[config.mk]
export PLATFORM = sky130hd
export DESIGN_NAME = ser_byte_tx
export DESIGN_NICKNAME = d
export VERILOG_FILES = /design/src/rtl/sbt_pkg.sv /design/src/rtl/sbt_fifo.sv /design/src/rtl/sbt_frame_fsm.sv /design/src/rtl/sbt_status.sv /design/src/rtl/ser_byte_tx.sv
export SDC_FILE = /design/constraint.sdc
export NUM_CORES = 1
export LEC_CHECK = 0
export BUFFER_PORTS_ARGS = -buffer_cell sky130_fd_sc_hd__clkbuf_2
export CORE_ASPECT_RATIO = 0.9
export CORE_MARGIN = 3
export CORE_UTILIZATION = 41
export DETAILED_ROUTE_END_ITERATION = 10
export HOLD_SLACK_MARGIN = 0.15
export PLACE_DENSITY = 0.62
export SLEW_MARGIN = 20
export SYNTH_ARGS = -nofsm -noshare
export SYNTH_HDL_FRONTEND = slang
export SYNTH_SLANG_ARGS = --single-unit
[constraint.sdc]
create_clock -name clk -period 2.95 [get_ports clk]
set_input_delay 0.4425 -clock clk [delete_from_list [all_inputs] [get_ports clk]]
set_output_delay 0.4425 -clock clk [all_outputs]
set_load 0.1 [all_outputs]
[src/rtl/sbt_pkg.sv]
`timescale 1ns/1ps
package sbt_pkg;
    typedef enum logic [1:0] {
        ST_IDLE  = 2'd0,
        ST_SEND  = 2'd1,
        ST_DRAIN = 2'd2
    } tx_state_e;
endpackage

[src/rtl/sbt_fifo.sv]
`timescale 1ns/1ps
module sbt_fifo #(
    parameter int W     = 8,
    parameter int DEPTH = 16
) (
    input  logic                       clk,
    input  logic                       rst_n,
    input  logic                       push,
    input  logic [W-1:0]               wdata,
    input  logic                       pop,
    output logic [W-1:0]               rdata,
    output logic [$clog2(DEPTH):0]     count,
    output logic                       empty,
    output logic                       full
);
    localparam int AW   = $clog2(DEPTH);
    localparam int CNTW = AW + 1;
    localparam logic [CNTW-1:0] FULL_CNT = CNTW'(DEPTH);

    logic [W-1:0]    slot_q [DEPTH];
    logic [AW-1:0]   wptr_q, rptr_q;
    logic [CNTW-1:0] cnt_q;
    logic            do_push, do_pop;

    assign do_push = push && (cnt_q != FULL_CNT);
    assign do_pop  = pop  && (cnt_q != '0);

    // one register per entry, written only when the write pointer selects it
    for (genvar i = 0; i < DEPTH; i++) begin : g_slot
        always_ff @(posedge clk) begin
            if (do_push && (wptr_q == AW'(i))) begin
                slot_q[i] <= wdata;
            end
        end
    end

    always_ff @(posedge clk or negedge rst_n) begin
        if (!rst_n) begin
            wptr_q <= '0;
            rptr_q <= '0;
            cnt_q  <= '0;
        end else begin
            if (do_push) wptr_q <= wptr_q + AW'(1);
            if (do_pop)  rptr_q <= rptr_q + AW'(1);
            unique case ({do_push, do_pop})
                2'b10:   cnt_q <= cnt_q + CNTW'(1);
                2'b01:   cnt_q <= cnt_q - CNTW'(1);
                default: cnt_q <= cnt_q;
            endcase
        end
    end

    assign rdata = slot_q[rptr_q];
    assign count = cnt_q;
    assign empty = (cnt_q == '0);
    assign full  = (cnt_q == FULL_CNT);
endmodule

[src/rtl/sbt_frame_fsm.sv]
`timescale 1ns/1ps
module sbt_frame_fsm
    import sbt_pkg::*;
#(
    parameter int           W    = 8,
    parameter logic [W-1:0] FILL = '0
) (
    input  logic         clk,
    input  logic         rst_n,
    input  logic         bit_rise,
    input  logic         run_ok,
    input  logic         q_empty,
    input  logic [W-1:0] q_rdata,
    output logic         q_pop,
    output logic         sdata,
    output logic         fsync,
    output logic         active
);
    localparam int CW = $clog2(W);
    localparam logic [CW-1:0] TOP = CW'(W - 1);

    tx_state_e    st_q, st_d;
    logic [CW-1:0] cnt_q, cnt_d;
    logic [W-1:0]  sh_q, sh_d;
    logic          boundary;

    // state register
    always_ff @(posedge clk or negedge rst_n) begin
        if (!rst_n) begin
            st_q  <= ST_IDLE;
            cnt_q <= '0;
            sh_q  <= '0;
        end else begin
            st_q  <= st_d;
            cnt_q <= cnt_d;
            sh_q  <= sh_d;
        end
    end

    // next state: transitions only at a frame boundary
    always_comb begin
        st_d     = st_q;
        cnt_d    = cnt_q;
        sh_d     = sh_q;
        q_pop    = 1'b0;
        boundary = bit_rise && ((st_q == ST_IDLE) || (cnt_q == '0));
        unique case (st_q)
            ST_IDLE: begin
                if (boundary && run_ok) begin          // start
                    st_d  = ST_SEND;
                    cnt_d = TOP;
                    sh_d  = q_empty ? FILL : q_rdata;
                    q_pop = !q_empty;
                end
            end
            ST_SEND, ST_DRAIN: begin
                if (boundary) begin
                    if (run_ok) begin                  // refill
                        st_d  = ST_SEND;
                        cnt_d = TOP;
                        sh_d  = q_empty ? FILL : q_rdata;
                        q_pop = !q_empty;
                    end else if (!q_empty) begin       // flush
                        st_d  = ST_DRAIN;
                        cnt_d = TOP;
                        sh_d  = q_rdata;
                        q_pop = 1'b1;
                    end else begin                     // stop
                        st_d  = ST_IDLE;
                        cnt_d = '0;
                        sh_d  = '0;
                    end
                end else if (bit_rise) begin
                    cnt_d = cnt_q - CW'(1);
                    sh_d  = {sh_q[W-2:0], 1'b0};
                end
            end
            default: begin
                st_d = ST_IDLE;
            end
        endcase
    end

    // outputs
    always_comb begin
        active = (st_q != ST_IDLE);
        sdata  = active && sh_q[W-1];
        fsync  = active && (cnt_q == TOP);
    end
endmodule

[src/rtl/sbt_status.sv]
`timescale 1ns/1ps
module sbt_status #(
    parameter int DEPTH = 16
) (
    input  logic                   active,
    input  logic [$clog2(DEPTH):0] count,
    output logic                   busy,
    output logic                   tx_irq
);
    localparam int CNTW = $clog2(DEPTH) + 1;
    localparam logic [CNTW-1:0] HALF = CNTW'(DEPTH / 2);

    assign busy   = active || (count != '0);
    assign tx_irq = (count < HALF);
endmodule

[src/rtl/ser_byte_tx.sv]
`timescale 1ns/1ps
module ser_byte_tx #(
    parameter int                DATA_W    = 8,
    parameter int                DEPTH     = 16,
    parameter int                DIV_W     = 10,
    parameter logic [DATA_W-1:0] FILL_BYTE = '0
) (
    input  logic              clk,
    input  logic              rst_n,
    input  logic              wr_en,
    input  logic [DATA_W-1:0] wr_data,
    input  logic              tx_en,
    input  logic [DIV_W-1:0]  clk_div,
    input  logic              bit_rise,
    output logic              sdata,
    output logic              fsync,
    output logic              q_empty,
    output logic              q_full,
    output logic              busy,
    output logic              tx_irq
);
    localparam int CNTW = $clog2(DEPTH) + 1;

    logic [DATA_W-1:0] q_rdata;
    logic [CNTW-1:0]   q_count;
    logic              q_pop, active, run_ok;

    assign run_ok = tx_en && (clk_div != '0);

    sbt_fifo #(.W(DATA_W), .DEPTH(DEPTH)) u_fifo (
        .clk   (clk),
        .rst_n (rst_n),
        .push  (wr_en),
        .wdata (wr_data),
        .pop   (q_pop),
        .rdata (q_rdata),
        .count (q_count),
        .empty (q_empty),
        .full  (q_full)
    );

    sbt_frame_fsm #(.W(DATA_W), .FILL(FILL_BYTE)) u_fsm (
        .clk      (clk),
        .rst_n    (rst_n),
        .bit_rise (bit_rise),
        .run_ok   (run_ok),
        .q_empty  (q_empty),
        .q_rdata  (q_rdata),
        .q_pop    (q_pop),
        .sdata    (sdata),
        .fsync    (fsync),
        .active   (active)
    );

    sbt_status #(.DEPTH(DEPTH)) u_status (
        .active (active),
        .count  (q_count),
        .busy   (busy),
        .tx_irq (tx_irq)
    );
endmodule

=== Yosys cells after proc, flatten, opt, wreduce, memory -nomap -nowiden ===
Memory sizes are Yosys's and may differ from the RTL's.
Index checks and enable logic that the tools add are counted.

* Flip-flop bits (word level): 26
* Memory bits (writable): 128
* Input port bits: 23
* Word-level logic and storage cells: 190
* Memories kept: 1

{| class="wikitable"
|+ Memory list
! memory !! depth !! bits a word !! rd ports !! clocked after Yosys merged registers in !! wr ports !! line !! RTL
|-
| u_fifo.slot_q || 16 || 8 || 1 || 0 || 1 || sbt_fifo.sv:20 || <nowiki>logic [W-1:0] slot_q [DEPTH];</nowiki>
|}

* $add $sub $neg: 5
* $lt $le $gt $ge: 1
* Equal/unequal tests: 25
* Muxes and demuxes: 99
* Reduce and logical (&&, ||, !) cells: 53

{| class="wikitable"
|+ Operators by type and width
! cell !! number
|-
| two-way mux 8 bit || 19
|-
| OR reduction 8 bit || 15
|-
| two-way mux 4 bit || 15
|-
| two-way mux 1 bit || 51
|-
| == test 4 bit (second input constant) || 8
|-
| logical AND 1 bit || 23
|-
| == test 4 x 3 -> 1 bit (second input constant) || 4
|-
| one-hot mux 8 bit (2 select lines) || 1
|-
| two-way mux 3 bit || 5
|-
| one-hot mux 5 bit (2 select lines) || 1
|-
| nonzero test 10 bit || 1
|-
| adder 4 x 1 -> 4 bit (second input constant) || 2
|-
| == test 4 x 2 -> 1 bit (second input constant) || 2
|-
| two-way mux 2 bit || 4
|-
| one-hot mux 3 bit (2 select lines) || 1
|-
| nonzero test 2 bit || 3
|-
| adder 5 x 1 -> 5 bit (second input constant) || 1
|-
| == test 5 bit (second input constant) || 1
|-
| zero test 5 bit || 1
|-
| < comparator 5 x 4 -> 1 bit (second input constant) || 1
|-
| != test 5 bit (second input constant) || 1
|-
| nonzero test 5 bit || 1
|-
| subtractor 5 x 1 -> 5 bit (second input constant) || 1
|-
| == test 2 x 1 -> 1 bit (second input constant) || 2
|-
| 17 further kinds || 19
|}

=== Depth between registers and ports, before layout ===
* Depth in word-level cells: 21
* Gate-level depth with buffers: 12
* Gate-level depth less buffers: 12

=== By module ===
Synthesis repeated with hierarchy kept, for this count alone.

* Cell total of the unflattened synthesis: 438
* Area, all modules: 6716.4 µm²

{| class="wikitable"
|+ Modules (own cells, without submodules)
! module !! instances !! cells an instance !! area an instance (µm²) !! seq. area each (µm²)
|-
| sbt_fifo || 1 || 332 || 5824.3 || 4169.0
|-
| sbt_frame_fsm || 1 || 98 || 852.1 || 325.3
|-
| ser_byte_tx || 1 || 5 || 26.3 || 0.0
|-
| sbt_status || 1 || 3 || 13.8 || 0.0
|}

=== Worst setup path after synthesis ===
OpenSTA, ideal clock, no wires.

* Kind: reg-to-reg
* Start point: register u_fifo.cnt_q[3] (netlist: u_fifo.count[3])
* End point: register u_fifo.cnt_q[4] (netlist: u_fifo.count[4])
* Setup time: 0.125 ns
* Data arrival time: 3.717 ns
* Data required time: 2.825 ns
* Path slack: -0.892 ns
* Stages on the path, launching flop included: 11
* Path buffers: 0
* Period minus slack after synthesis: 3.842 ns
* Cell sequence: dfrtp_1 > or3_1 > nor3_2 > a211oi_2 > ha_1 > fa_1 > a21o_1 > a21oi_1 > xor2_1 > nor2_1 > xor2_1

* Cells in the longest elaborated chain, start to end: 8
* Elaborated cells between the ends (all ways): 17
* Those cells by class: 2 x add/sub; 3 x eq/ne; 6 x mux; 6 x reduce/logical

{| class="wikitable"
|+ RTL lines
! element !! line !! RTL
|-
| from (decl) || sbt_fifo.sv:22 || <nowiki>logic [CNTW-1:0] cnt_q;</nowiki>
|-
| from (signal assigned) || sbt_fifo.sv:46 || <nowiki>2'b10: cnt_q <= cnt_q + CNTW'(1);</nowiki>
|-
| from (signal assigned) || sbt_fifo.sv:47 || <nowiki>2'b01: cnt_q <= cnt_q - CNTW'(1);</nowiki>
|-
| from (signal assigned) || sbt_fifo.sv:48 || <nowiki>default: cnt_q <= cnt_q;</nowiki>
|-
| zero test 5 bit * || sbt_fifo.sv:55 || <nowiki>assign empty = (cnt_q == '0);</nowiki>
|-
| named net q_empty || ser_byte_tx.sv:17 || <nowiki>output logic q_empty,</nowiki>
|-
| two-way mux 1 bit / zero test 1 bit (equally long branches) || sbt_frame_fsm.sv:63, sbt_frame_fsm.sv:53, sbt_frame_fsm.sv:62 ||
|-
| two-way mux 1 bit || sbt_frame_fsm.sv:58 || <nowiki>if (run_ok) begin</nowiki>
|-
| two-way mux 1 bit || sbt_frame_fsm.sv:57 || <nowiki>if (boundary) begin</nowiki>
|-
| one-hot mux 1 bit (2 select lines) * || sbt_frame_fsm.sv:47 || <nowiki>unique case (st_q)</nowiki>
|-
| logical AND 1 bit * || sbt_fifo.sv:26 || <nowiki>assign do_pop = pop && (cnt_q != '0);</nowiki>
|-
| named net u_fifo.do_pop || sbt_fifo.sv:23 || <nowiki>logic do_push, do_pop;</nowiki>
|-
| == test 2 x 1 -> 1 bit / == test 2 bit (equally long branches) || sbt_fifo.sv:45 || <nowiki>unique case ({do_push, do_pop})</nowiki>
|-
| one-hot mux 5 bit (2 select lines) / nonzero test 2 bit (equally long branches) || n/a ||
|}

The timed path passes the listed nets; every way through them passes the cells marked *.
A chain may end at the register's enable or synchronous reset.

=== Worst setup path in the final report ===
* Start point: register u_fsm.st_q[0]
* End point: register u_fifo.cnt_q[4] (netlist: u_fifo.count[4])

* Cells in the longest elaborated chain, start to end: 9
* Elaborated cells between the ends (all ways): 15
* Those cells by class: 4 x eq/ne; 4 x mux; 7 x reduce/logical

{| class="wikitable"
|+ RTL lines
! element !! line !! RTL
|-
| from (decl) || sbt_frame_fsm.sv:22 || <nowiki>tx_state_e st_q, st_d;</nowiki>
|-
| from (signal assigned) || sbt_frame_fsm.sv:34 || <nowiki>st_q <= st_d;</nowiki>
|-
| zero test 2 bit || sbt_frame_fsm.sv:46, sbt_frame_fsm.sv:47 ||
|-
| logical OR 1 bit || sbt_frame_fsm.sv:46 || <nowiki>boundary = bit_rise && ((st_q == ST_IDLE) || (cnt_q == '0));</nowiki>
|-
| logical AND 1 bit || sbt_frame_fsm.sv:46 ||
|-
| logical AND 1 bit || sbt_frame_fsm.sv:49 || <nowiki>if (boundary && run_ok) begin</nowiki>
|-
| two-way mux 1 bit || sbt_frame_fsm.sv:49 ||
|-
| one-hot mux 1 bit (2 select lines) * || sbt_frame_fsm.sv:47 ||
|-
| logical AND 1 bit * || sbt_fifo.sv:26 ||
|-
| named net u_fifo.do_pop || sbt_fifo.sv:23 ||
|-
| == test 2 x 1 -> 1 bit / == test 2 bit (equally long branches) || sbt_fifo.sv:45 ||
|-
| one-hot mux 5 bit (2 select lines) / nonzero test 2 bit (equally long branches) || n/a ||
|}

Marked as above.

==> flow_results.xml <==
<?xml version="1.0" encoding="UTF-8"?>
<metrics>
  <group name="clocking">
    <metric name="tritoncts" unit="">done</metric>
    <metric name="cts_repair_resize_count" unit="">0</metric>
    <metric name="clock_path_buffers" unit="">2</metric>
    <metric name="clk_latency" unit="ns">0.42</metric>
    <metric name="cts_root_buffer" unit="">sky130_fd_sc_hd__clkbuf_16</metric>
    <metric name="h-tree-depth" unit="">4</metric>
    <metric name="cts_inserted_buffers" unit="">17</metric>
    <metric name="numClockSinks" unit="">154</metric>
    <metric name="clock_slew_at_reported_path_ffs" unit="ns">0.06</metric>
  </group>
  <group name="layout">
    <metric name="mostFrequentLayoutCells" unit="">sky130_fd_sc_hd__edfxtp_1 (128), sky130_fd_sc_hd__nand2_1 (29), sky130_fd_sc_hd__nor2_1 (28), sky130_fd_sc_hd__clkbuf_2 (28)</metric>
    <metric name="final_layout_net_count" unit="">472</metric>
    <metric name="drive_gt1_share" unit="%">27.3</metric>
    <metric name="post_layout_nonfiller_instances" unit="">649</metric>
    <metric name="mostFrequentLayoutCell" unit="">sky130_fd_sc_hd__edfxtp_1</metric>
    <metric name="antennaDiodeCount" unit="">0</metric>
    <metric name="area_delta_synth_final" unit="%">16.7</metric>
    <metric name="design_area" unit="um^2">7640</metric>
  </group>
  <group name="synthesis">
    <metric name="post_synth_instance_area" unit="um^2">6540</metric>
    <metric name="synth-warning-count" unit="">0</metric>
    <metric name="synth.mux.area_fraction" unit="%">14.7</metric>
    <metric name="synth_ff_type" unit="">sky130_fd_sc_hd__edfxtp_1</metric>
    <metric name="synth_seq_cells" unit="">154</metric>
    <metric name="synth_fp_nets" unit="">418</metric>
    <metric name="post_synth_xor_area_fraction" unit="%">1.47</metric>
    <metric name="asyncSetResetFlopFracSynth" unit="%">16.9</metric>
    <metric name="synthesis.area_per_instance" unit="um^2">17.2</metric>
    <metric name="synth_top_cells_by_area" unit="">sky130_fd_sc_hd__edfxtp_1 (59%), sky130_fd_sc_hd__dfrtp_1 (9.9%), sky130_fd_sc_hd__mux4_2 (6.5%), sky130_fd_sc_hd__mux4_1 (5.2%), sky130_fd_sc_hd__ha_1 (2.7%)</metric>
    <metric name="post_synth_fa_ha_maj_area_fraction" unit="%">2.98</metric>
    <metric name="synth_edf_count" unit="">128</metric>
    <metric name="ys_types" unit="">44</metric>
    <metric name="synth_top_area_share" unit="%">58.7</metric>
    <metric name="seq_area_frac_synth" unit="%">68.7</metric>
    <metric name="post_synthesis_cell_type_with_the_largest_combined_area" unit="">sky130_fd_sc_hd__edfxtp_1</metric>
    <metric name="syn-instance-count" unit="">380</metric>
    <metric name="synth_simple_gate_area_share" unit="%">5.81</metric>
    <metric name="complex_gate_fraction_of_the_synthesized_area" unit="%">3.86</metric>
    <metric name="synth_top_family_by_area" unit="">multiplexers</metric>
  </group>
  <group name="pwr">
    <metric name="pwr-share-clk" unit="%">27.2</metric>
    <metric name="pint" unit="mW">5.00</metric>
    <metric name="comb_power_share" unit="%">32.1</metric>
    <metric name="static-leakage-power" unit="nW">2.79</metric>
    <metric name="power.share.switching" unit="%">33.8</metric>
    <metric name="sequentialPowerShare" unit="%">40.7</metric>
    <metric name="power.density_cell_area" unit="nW/um^2">988</metric>
    <metric name="vdd_drop_max" unit="V">0.000444</metric>
    <metric name="switchingPower" unit="mW">2.55</metric>
  </group>
  <group name="detailed_routing">
    <metric name="routed-via-count" unit="">3433</metric>
    <metric name="vias_cell" unit="">5.29</metric>
    <metric name="drt-wirelength-per-cell" unit="um">18.6</metric>
    <metric name="postRouteAntennaNets" unit="">0</metric>
    <metric name="route.detailed.drc" unit="">0</metric>
    <metric name="dr.pass1.iters" unit="">6</metric>
    <metric name="detail_route.iter0.violations" unit="">351</metric>
    <metric name="route.final.wire_length" unit="mm">12.1</metric>
  </group>
  <group name="grt">
    <metric name="number_of_antenna_violations_at_the_first_check_in_global_routing" unit="">1</metric>
    <metric name="groute.usage.overall" unit="%">14.4</metric>
    <metric name="first_global_vias" unit="">3475</metric>
    <metric name="first_pass_grt_wire_length" unit="mm">19.0</metric>
    <metric name="grt_max_degree" unit="">27</metric>
    <metric name="grt_remaining_overflow" unit="">0</metric>
  </group>
  <group name="worst_setup_path">
    <metric name="critPathLaunch" unit="">u_fsm.st_q[0]</metric>
    <metric name="worst-endpoint-arrival" unit="ns">3.09</metric>
    <metric name="path_delay_family" unit="">adder cells</metric>
    <metric name="worst_setup_path_start_kind" unit="">flop</metric>
    <metric name="worstSetupEndpointType" unit="">flop</metric>
    <metric name="timing.critical_path.slowest_cell_delay" unit="ns">0.38</metric>
    <metric name="reg2reg_from" unit="">u_fsm.st_q[0]</metric>
    <metric name="critical_path.slowest_cell" unit="">sky130_fd_sc_hd__fa_2</metric>
    <metric name="worstReg2RegEnd" unit="">u_fifo.count[4]</metric>
    <metric name="worst_r2r_path_depth" unit="">12</metric>
    <metric name="critical_path_buf_inv_count" unit="">1</metric>
    <metric name="cp_max_fo" unit="">6</metric>
    <metric name="rrSetupSlack" unit="ns">0.16</metric>
    <metric name="timing.critical_path.cells" unit="">inv_1 -&gt; ha_1 -&gt; and3b_1 -&gt; o21ai_0 -&gt; a211oi_4 -&gt; ha_4 -&gt; fa_2 -&gt; a21o_1 -&gt; a21oi_2 -&gt; xor2_1 -&gt; nor2_1 -&gt; xor2_1</metric>
    <metric name="crit_type" unit="">reg -&gt; reg</metric>
    <metric name="cp.required" unit="ns">3.25</metric>
    <metric name="most_used_cell_cp" unit="">sky130_fd_sc_hd__xor2_1</metric>
  </group>
  <group name="placement">
    <metric name="globalplace.congestion" unit="">0.810</metric>
    <metric name="dp_worst_setup_slack" unit="ns">0.162</metric>
    <metric name="detailedPlacementHpwl" unit="mm">8.18</metric>
    <metric name="placed_cell_area" unit="um^2">7060</metric>
    <metric name="numPortBuffers" unit="">28</metric>
    <metric name="post-place-cells" unit="">616</metric>
  </group>
  <group name="floorplan">
    <metric name="fp.dieH" unit="um">126</metric>
    <metric name="design.core.area" unit="um^2">15500</metric>
    <metric name="initial_utilization" unit="%">42.2</metric>
    <metric name="rows" unit="">43</metric>
    <metric name="fp.dieArea" unit="um^2">17500</metric>
    <metric name="fp.dieW" unit="um">139</metric>
    <metric name="top_level_ports" unit="">29</metric>
  </group>
  <group name="worst_hold_path">
    <metric name="min_to" unit="">u_fsm.st_q[1]</metric>
    <metric name="hold_path.class" unit="">in -&gt; reg</metric>
    <metric name="hold_path.startpoint" unit="">tx_en</metric>
    <metric name="holdPathStages" unit="">4</metric>
  </group>
  <group name="timing">
    <metric name="rsz0062_at_grt" unit="">no</metric>
    <metric name="setup_slack_after_layout" unit="ns">0.155</metric>
    <metric name="hold_viol_final" unit="">0</metric>
    <metric name="final_max_slew_viol_count" unit="">0</metric>
    <metric name="finalHoldWorstSlack" unit="ns">0.437</metric>
    <metric name="period_needed" unit="ns">2.79</metric>
    <metric name="fin_worst_skew" unit="ns">0.00755</metric>
    <metric name="maxSlewHeadroom" unit="%">38.2</metric>
    <metric name="fmaxAchievable" unit="MHz">358</metric>
    <metric name="timing.final.crit_share" unit="%">94.7</metric>
    <metric name="worst_slew_pin_slew" unit="ns">0.927</metric>
    <metric name="setup-violations-final" unit="">0</metric>
  </group>
  <group name="job">
    <metric name="max_cap_viol_count" unit="">0</metric>
  </group>
  <group name="status">
    <metric name="run_status" unit="">finished clean</metric>
  </group>
</metrics>
sequential cells by signal, indices dropped and copies added, names as in the netlist:
signal,flops
u_fifo.slot_q,128
u_fifo.rptr_q,4
u_fifo.wptr_q,4
u_fsm.cnt_q,3
u_fifo.count,5
u_fsm.st_q,2
u_fsm.sh_q,8
power groups by stage:
stage | registers (mW) | clock network [mW] | logic [mW]
2_1_floorplan | 2.86 | 0 | 2.01
3_3_place_gp | 3.10 | 0 | 2.40
3_5_place_dp | 3.12 | 0 | 2.44
4_1_cts | 3.08 | 2.09 | 2.45
5_1_grt | 3.12 | 2.19 | 2.64
6_report | 3.07 | 2.05 | 2.42
logic make-up (layout without fill, tap and decap cells):
family | Yosys count | count (layout)
flip-flops | 154 | 154
AND/OR/NAND/NOR | 82 | 82
multiplexers | 50 | 50
AO/OA/AOI/OAI | 38 | 38
buffers and inverters | 30 | 97
adder cells (fa/ha/maj) | 15 | 15
XOR/XNOR | 11 | 11
Yosys cell counts, types with 8 or more instances:
| cell | count |
|---|---|
| sky130_fd_sc_hd__ha_1 | 14 |
| sky130_fd_sc_hd__mux2_2 | 9 |
| sky130_fd_sc_hd__nand2_1 | 29 |
| sky130_fd_sc_hd__mux4_2 | 19 |
| sky130_fd_sc_hd__edfxtp_1 | 128 |
| sky130_fd_sc_hd__nor2_1 | 28 |
| sky130_fd_sc_hd__mux4_1 | 13 |
| sky130_fd_sc_hd__a21oi_1 | 12 |
| sky130_fd_sc_hd__mux2i_1 | 8 |
| sky130_fd_sc_hd__dfrtp_1 | 26 |
| sky130_fd_sc_hd__inv_1 | 10 |
final cells by class:
type | count | area (um^2)
Fill cell | 1283 | 7860
Sequential cell | 154 | 4500
Multi-Input combinational cell | 196 | 1930
Clock buffer | 17 | 425
Timing Repair Buffer | 55 | 358
Tap cell | 202 | 253
Clock inverter | 15 | 139
Inverter | 10 | 37.5
worst max-delay path by stage:
stage / slack (ns) / depth (start not counted) / end
after floorplan: -0.24 / 10 / u_fifo.count[4]
after global placement: 0.25 / 12 / u_fifo.count[4]
after detailed placement: 0.16 / 11 / u_fifo.count[4]
after CTS: 0.14 / 12 / u_fifo.count[4]
after global routing: 0.02 / 12 / u_fifo.count[4]
final: 0.16 / 12 / u_fifo.count[4]
tightest hold or removal path, stage by stage:
cell,delay [ns]
sky130_fd_sc_hd__clkbuf_2,0.09
sky130_fd_sc_hd__inv_1,0.08
sky130_fd_sc_hd__a31oi_1,0.07
sky130_fd_sc_hd__o22ai_1,0.11
per-stage QoR:
step	power, mW	util, %	TNS [ns]
after floorplan	4.87	-	-0.315
after global placement	5.50	45.6	0
after detailed placement	5.56	45.6	0
after CTS	7.62	49.3	0
after global routing	7.95	49.3	0
final	7.54	49.3	0
routing by layer:
layer	wire, um	part of all wire, %	vias to the layer above	track usage [%]
met4	90	0.75	2	3.80
met2	5710	47	83	22.6
met3	771	6.4	9	5.28
met1	5470	45	1743	19.4
li1	-	-	1596	-
met5	16	0.13	-	0
what timing repair did:
item	in CTS	in global routing
endpoints found under the hold margin	26	0
setup buffers	0	0
hold buffers	1	0
Power figures use the tool's default switching activity.
